--- src/rtl/cfg_port_pkg.sv ---
package cfg_port_pkg;
  localparam int NBYTES = 4;
  localparam int DW     = 8 * NBYTES;

  typedef enum logic {ST_IDLE, ST_WAIT} st_e;

  function automatic logic [DW-1:0] size_mask(input logic [2:0] sz);
    case (sz)
      3'd1:    size_mask = 32'h0000_00FF;
      3'd2:    size_mask = 32'h0000_FFFF;
      default: size_mask = 32'hFFFF_FFFF;
    endcase
  endfunction

  function automatic logic [DW-1:0] lane_extract(input logic [DW-1:0] d,
                                                 input logic [1:0] o,
                                                 input logic [2:0] sz);
    lane_extract = (d >> {o, 3'b000}) & size_mask(sz);
  endfunction
endpackage

--- src/rtl/cfg_lane_unit.sv ---
module cfg_lane_unit
  import cfg_port_pkg::*;
(
  input  logic [1:0]    off,
  input  logic [2:0]    size,
  input  logic [DW-1:0] data,
  output logic          legal,
  output logic [3:0]    be,
  output logic [DW-1:0] data_sh
);
  logic [3:0] base_be;

  always_comb begin
    case (size)
      3'd1: begin legal = 1'b1;          base_be = 4'b0001; end
      3'd2: begin legal = ~off[0];       base_be = 4'b0011; end
      3'd4: begin legal = (off == 2'd0); base_be = 4'b1111; end
      default: begin legal = 1'b0;       base_be = 4'b0000; end
    endcase
    be      = legal ? 4'(base_be << off) : 4'b0000;
    data_sh = (data & size_mask(size)) << {off, 3'b000};
  end
endmodule

--- src/rtl/cfg_addr_reg.sv ---
module cfg_addr_reg #(
  parameter int NB = 4
) (
  input  logic            clk,
  input  logic            rst_n,
  input  logic            wr_en,
  input  logic [NB-1:0]   be,
  input  logic [8*NB-1:0] wdata,
  output logic [8*NB-1:0] addr_q
);
  logic [8*NB-1:0] addr_d;

  for (genvar g = 0; g < NB; g++) begin : g_lane
    assign addr_d[8*g +: 8] = be[g] ? wdata[8*g +: 8] : addr_q[8*g +: 8];

    // lanes outside the byte enables keep their value
    p_lane_keep_r3: assert property (@(posedge clk) disable iff (!rst_n)
      (wr_en && !be[g]) |=> $stable(addr_q[8*g +: 8]));
  end

  always_ff @(posedge clk or negedge rst_n) begin
    if (!rst_n)     addr_q <= '0;
    else if (wr_en) addr_q <= addr_d;
  end

  // no write strobe, no change
  p_addr_hold_r3: assert property (@(posedge clk) disable iff (!rst_n)
    !wr_en |=> $stable(addr_q));
endmodule

--- src/rtl/cfg_port_decoder.sv ---
module cfg_port_decoder
  import cfg_port_pkg::*;
#(
  parameter int BUS_W = 8,
  parameter int DEV_W = 5,
  parameter int FN_W  = 3
) (
  input  logic             clk,
  input  logic             rst_n,
  input  logic             io_req,
  input  logic             io_we,
  input  logic [2:0]       io_off,
  input  logic [2:0]       io_size,
  input  logic [31:0]      io_wdata,
  output logic             io_rsp_valid,
  output logic [31:0]      io_rdata,
  output logic [2:0]       io_rsp_size,
  output logic             io_err,
  output logic             cfg_req_valid,
  input  logic             cfg_req_ready,
  output logic             cfg_we,
  output logic [BUS_W-1:0] cfg_bus,
  output logic [DEV_W-1:0] cfg_dev,
  output logic [FN_W-1:0]  cfg_fn,
  output logic [7:0]       cfg_reg,
  output logic [3:0]       cfg_be,
  output logic [31:0]      cfg_wdata,
  input  logic [31:0]      cfg_rdata
);
  localparam int FN_LSB  = 8;
  localparam int DEV_LSB = FN_LSB + FN_W;
  localparam int BUS_LSB = DEV_LSB + DEV_W;
  localparam int EN_BIT  = DW - 1;

  logic          legal_in;
  logic [3:0]    be_in;
  logic [DW-1:0] wsh_in;
  logic [DW-1:0] addr_q;
  logic          addr_wr;

  st_e           state_q, state_d;
  logic          rsp_valid_q, rsp_valid_d;
  logic          rsp_err_q, rsp_err_d;
  logic [DW-1:0] rsp_data_q, rsp_data_d;
  logic [2:0]    rsp_size_q, rsp_size_d;
  logic          hold_ld;
  logic          h_we_q;
  logic [1:0]    h_off_q;
  logic [2:0]    h_size_q;
  logic [3:0]    h_be_q;
  logic [DW-1:0] h_wdata_q;

  cfg_lane_unit u_lane (
    .off     (io_off[1:0]),
    .size    (io_size),
    .data    (io_wdata),
    .legal   (legal_in),
    .be      (be_in),
    .data_sh (wsh_in)
  );

  assign addr_wr = io_req && (state_q == ST_IDLE) && !io_off[2] && io_we && legal_in;

  cfg_addr_reg #(.NB(NBYTES)) u_addr (
    .clk    (clk),
    .rst_n  (rst_n),
    .wr_en  (addr_wr),
    .be     (be_in),
    .wdata  (wsh_in),
    .addr_q (addr_q)
  );

  always_comb begin
    state_d     = state_q;
    rsp_valid_d = 1'b0;
    rsp_err_d   = 1'b0;
    rsp_data_d  = '0;
    rsp_size_d  = rsp_size_q;
    hold_ld     = 1'b0;
    unique case (state_q)
      ST_IDLE: begin
        if (io_req) begin
          rsp_size_d = io_size;
          if (!legal_in) begin
            rsp_valid_d = 1'b1;
            rsp_err_d   = 1'b1;
            rsp_data_d  = io_we ? '0 : '1;
          end else if (!io_off[2]) begin
            rsp_valid_d = 1'b1;
            rsp_data_d  = io_we ? '0 : lane_extract(addr_q, io_off[1:0], io_size);
          end else if (!addr_q[EN_BIT]) begin
            rsp_valid_d = 1'b1;
            rsp_data_d  = io_we ? '0 : '1;
          end else begin
            state_d = ST_WAIT;
            hold_ld = 1'b1;
          end
        end
      end
      ST_WAIT: begin
        if (cfg_req_ready) begin
          state_d     = ST_IDLE;
          rsp_valid_d = 1'b1;
          rsp_data_d  = h_we_q ? '0 : lane_extract(cfg_rdata, h_off_q, h_size_q);
        end
      end
      default: state_d = ST_IDLE;
    endcase
  end

  always_ff @(posedge clk or negedge rst_n) begin
    if (!rst_n) begin
      state_q     <= ST_IDLE;
      rsp_valid_q <= 1'b0;
      rsp_err_q   <= 1'b0;
      rsp_data_q  <= '0;
      rsp_size_q  <= '0;
      h_we_q      <= 1'b0;
      h_off_q     <= '0;
      h_size_q    <= '0;
      h_be_q      <= '0;
      h_wdata_q   <= '0;
    end else begin
      state_q     <= state_d;
      rsp_valid_q <= rsp_valid_d;
      rsp_err_q   <= rsp_err_d;
      rsp_data_q  <= rsp_data_d;
      rsp_size_q  <= rsp_size_d;
      if (hold_ld) begin
        h_we_q    <= io_we;
        h_off_q   <= io_off[1:0];
        h_size_q  <= io_size;
        h_be_q    <= be_in;
        h_wdata_q <= wsh_in;
      end
    end
  end

  assign io_rsp_valid  = rsp_valid_q;
  assign io_rdata      = rsp_data_q;
  assign io_rsp_size   = rsp_size_q;
  assign io_err        = rsp_err_q;
  assign cfg_req_valid = (state_q == ST_WAIT);
  assign cfg_we        = h_we_q;
  assign cfg_be        = h_be_q;
  assign cfg_wdata     = h_wdata_q;
  assign cfg_reg       = {addr_q[7:2], h_off_q};
  assign cfg_bus       = addr_q[BUS_LSB +: BUS_W];
  assign cfg_dev       = addr_q[DEV_LSB +: DEV_W];
  assign cfg_fn        = addr_q[FN_LSB +: FN_W];

  // error only travels with a response
  p_err_with_rsp_r2: assert property (@(posedge clk) disable iff (!rst_n)
    io_err |-> io_rsp_valid);

  // a legal access enables exactly as many lanes as its size
  p_legal_lanes_r2: assert property (@(posedge clk) disable iff (!rst_n)
    (io_req && state_q == ST_IDLE && legal_in) |-> ($countones(be_in) == int'(io_size)));

  // requests only exist while the enable bit is set
  p_req_enabled_r9: assert property (@(posedge clk) disable iff (!rst_n)
    cfg_req_valid |-> addr_q[EN_BIT]);

  // request byte enables form a legal lane group
  p_be_shape_r6: assert property (@(posedge clk) disable iff (!rst_n)
    cfg_req_valid |-> (cfg_be inside {4'b0001, 4'b0010, 4'b0100, 4'b1000,
                                      4'b0011, 4'b1100, 4'b1111}));

  // a stalled request holds its contents
  p_req_hold_r11: assert property (@(posedge clk) disable iff (!rst_n)
    (cfg_req_valid && !cfg_req_ready) |=>
      (cfg_req_valid && $stable(cfg_reg) && $stable(cfg_be) && $stable(cfg_wdata)));

  // each handshake is answered in the next cycle
  p_rsp_after_hs_r10: assert property (@(posedge clk) disable iff (!rst_n)
    (cfg_req_valid && cfg_req_ready) |=> io_rsp_valid);
endmodule

--- config.mk ---
export PLATFORM = sky130hd
export DESIGN_NAME = cfg_port_decoder
export DESIGN_NICKNAME = d
export VERILOG_FILES = /design/src/rtl/cfg_port_pkg.sv /design/src/rtl/cfg_lane_unit.sv /design/src/rtl/cfg_addr_reg.sv /design/src/rtl/cfg_port_decoder.sv
export SDC_FILE = /design/constraint.sdc
export NUM_CORES = 1
export LEC_CHECK = 0
export ABC_CLOCK_PERIOD_IN_PS = 2000
export CELL_PAD_IN_SITES_DETAIL_PLACEMENT = 0
export CELL_PAD_IN_SITES_GLOBAL_PLACEMENT = 1
export CORE_MARGIN = 4
export CORE_UTILIZATION = 38
export CTS_BUF_LIST = sky130_fd_sc_hd__clkbuf_4 sky130_fd_sc_hd__clkbuf_8
export CTS_CLUSTER_SIZE = 16
export DETAILED_ROUTE_END_ITERATION = 12
export GPL_TIMING_DRIVEN = 1
export HOLD_SLACK_MARGIN = 0.1
export PLACE_DENSITY_LB_ADDON = 0.1
export SKIP_CTS_REPAIR_TIMING = 1
export SLEW_MARGIN = 20
export SYNTH_ARGS = -nofsm -noshare
export SYNTH_HDL_FRONTEND = slang
export SYNTH_HIERARCHICAL = 1
export SYNTH_SLANG_ARGS = --single-unit
--- constraint.sdc ---
create_clock -name clk -period 2 [get_ports clk]
set_input_delay 0.2 -clock clk [delete_from_list [all_inputs] [get_ports clk]]
set_output_delay 0.2 -clock clk [all_outputs]
set_load 0.01 [all_outputs]
==> results.yml <==
detailed_routing:
  vias_per_cell: 5.31
  ant_nets: 0
  drc: 0
  wirelength_um: 20100
  route.detailed.wl_per_inst_um: 21.6
  first_pass_iters: 5
  vias: 4944
  drt-initial-drc-count: 315
placement:
  hpwl_um: 15500
  port_buffers: 173
  place.gp.congestion: 0.846
  pre_cts_slack_ns: -0.566
  dp.cells: 910
  placed_cell_area_mm2: 0.00827
global_routing:
  grt_start_max_net_pins: 46
  grt_first_pass_wirelength_um: 30500
  globalRouteOverflowTotal: 0
  grt_usage_pct: 21.9
  antenna_found_initial: 0
  grt_pass1_vias: 5237
cts:
  insertion_delay_ns: 0.40
  cts_max_path_buffers: 2
  clock-sinks: 112
  cts_tree: "built"
  clk_pin_slew_ns: 0.11
  cts_buffers: 9
  htreeDepth: 3
  root_buffer: "clkbuf_8"
logic_synthesis:
  syn_area_mm2: 0.00601
  avgSynthCellArea_um2: 11.8
  synth_fa_ha_area_share_pct: 0
  ys_seq_area_share_pct: 46.6
  yosys.area_share.simple_pct: 9.20
  synth-xor-area-share_pct: 0.583
  ys_ff_latch: 112
  synth_cell_types: 49
  syn_inst: 509
  synth.mux.area_fraction_pct: 25.9
  synth_flop_cell: "dfrtp_1"
  synth_compound_area_share_pct: 13.6
  ys_warn_count: 6
  syn_nets: 584
  async_reset_ff_share_pct: 100
  synth_edf_count: 0
  synth_top_family_by_area: "multiplexers"
final_layout:
  fin_nets: 790
  drive_above_1_share_pct: 24.9
  layout.cells.non_filler: 931
  area_growth_pct: 42.5
  fin_area_mm2: 0.00856
  mostFrequentLayoutCell: "clkdlybuf4s50_1"
  most-common-layout-cells: "clkdlybuf4s50_1, dfrtp_1, mux2_2, mux2i_1, buf_4"
  insertedDiodeCount: 0
  fin_util_pct: 55.7
  fillCellCount: 1339
die:
  die_w_um: 134
  row_count: 45
  start_util_pct: 39.1
  fp.dieArea_mm2: 0.0179
  pin_count: 174
  die_h_um: 134
  core-area_mm2: 0.0154
sta:
  finalHoldViolations: 0
  setup-violations-final: 0
  final_max_slew_viol_count: 0
  period_needed_ns: 1.93
  setup_ws_ns: 0.0741
  tightestPinTransition_ns: 0.730
  fin_worst_skew_ns: 0.0169
  fin_crit_sh_pct: 96.3
  holdWs_ns: 0.290
  fmax_mhz: 519
  fin_tns_setup_ns: 0
  slew_headroom_pct: 51.4
critical_path:
  slowest_delay_ns: 0.53
  path_max_fanout: 18
  cp-end-kind: "flop"
  cpMostUsedCell: "buf_12"
  cp_cell_sequence: "clkdlybuf4s50_1 > nor3b_2 > o21ai_1 > nand2_2 > nand3_2 > nor2_4 > buf_12 > buf_12 > mux2_2"
  cpMaxStageDelayCell: "clkdlybuf4s50_1"
  cp-start-kind: "primary input"
  required_ns: 2.28
  crit_type: "in -> reg"
  arrival_ns: 2.21
pwr:
  worst_ir_drop_vdd_mv: 0.257
  p_leak_nw: 3.77
  power-per-cell-area_mw_per_mm2: 562
  power.total_mw: 4.82
status:
  status: "completed"
min_path:
  hold_path_class: "in -> async"
run:
  drv_cap: 0
-- metal layers --
layer  wire length, um  up-vias  global-route usage (%)
met5                 0        -                       0
met4               249        0                    6.11
met3              1290       16                    4.19
met2              9240      224                    34.3
met1              9330     2399                    31.1
li1                  -     2305                       -
-- cell type report --
cell class	count	area [um2]	share of cell area [%]
Multi-Input combinational cell	350	3000	35.0
Clock inverter	7	53.8	0.628
Clock buffer	9	124	1.45
Timing Repair Buffer	230	2270	26.5
Tap cell	211	264	3.08
Sequential cell	112	2800	32.7
Inverter	12	45.0	0.526
-- synthesized netlist by cell type (3+ instances only) --
library cell / n / share of area (%)
a21oi_1: 12 / 1.0
inv_1: 12 / 0.75
o221ai_1: 8 / 1.2
nor2_1: 24 / 1.5
o221ai_2: 8 / 2.0
nand2_1: 22 / 1.4
nand2_2: 4 / 0.42
buf_1: 3 / 0.19
nor2b_1: 6 / 0.62
o21ai_0: 18 / 1.5
buf_2: 19 / 1.6
dfrtp_1: 112 / 47
mux2i_1: 72 / 12
and2_1: 15 / 1.6
a221o_1: 23 / 3.8
o22ai_1: 9 / 0.94
nor3_1: 11 / 0.92
clkbuf_1: 6 / 0.37
o2bb2ai_1: 8 / 1.2
buf_6: 6 / 1.1
mux2_2: 74 / 14
nand3_1: 3 / 0.25
-- critical path: cells and delay by family --
kind / cells / cell delay (ns)
buffers and inverters: 3 / 0.84
AND/OR/NAND/NOR: 4 / 0.67
AO/OA/AOI/OAI: 1 / 0.13
multiplexers: 1 / 0.36
-- final timing paths --
check / startpoint / end / slack (ns) / cells past startpoint
worst max-delay path: io_size[2] / cfg_wdata[31]$_DFFE_PN0P_ / 0.07 / 9
worst min-delay path: rst_n / io_rdata[29]$_DFF_PN0_ / 0.29 / 2
worst max register to register: h_off_q[1]$_DFFE_PN0P_ / io_rdata[13]$_DFF_PN0_ / 0.29 / 4
worst min register to register: io_rsp_size[2]$_DFFE_PN0P_ / io_rsp_size[2]$_DFFE_PN0P_ / 0.48 / 2
max in group asynchronous: rst_n / cfg_wdata[25]$_DFFE_PN0P_ / 1.12 / 3
min in group clk: io_size[1] / io_rsp_size[1]$_DFFE_PN0P_ / 0.30 / 4
-- state kept, by name (all words and copies together) (netlist names) --
register	cells
cfg_wdata	32
io_rdata	32
u_addr/addr_q	32
cfg_be	4
h_size_q	3
io_rsp_size	3
h_off_q	2
cfg_req_valid	1
cfg_we	1
io_err	1
io_rsp_valid	1
-- cells by family after synthesis --
family	count (synthesis)
buf+inv	47
compound gates	99
xor+xnor	4
flops	112
simple gates	101
mux	146
-- report_power, final --
group	internal (mW)	leakage, nW	switching [mW]
combinational	0.561	2.16	0.516
clock	0.469	0.0932	0.827
sequential	2.36	1.52	0.0782
(Power assumes the default switching activity.)
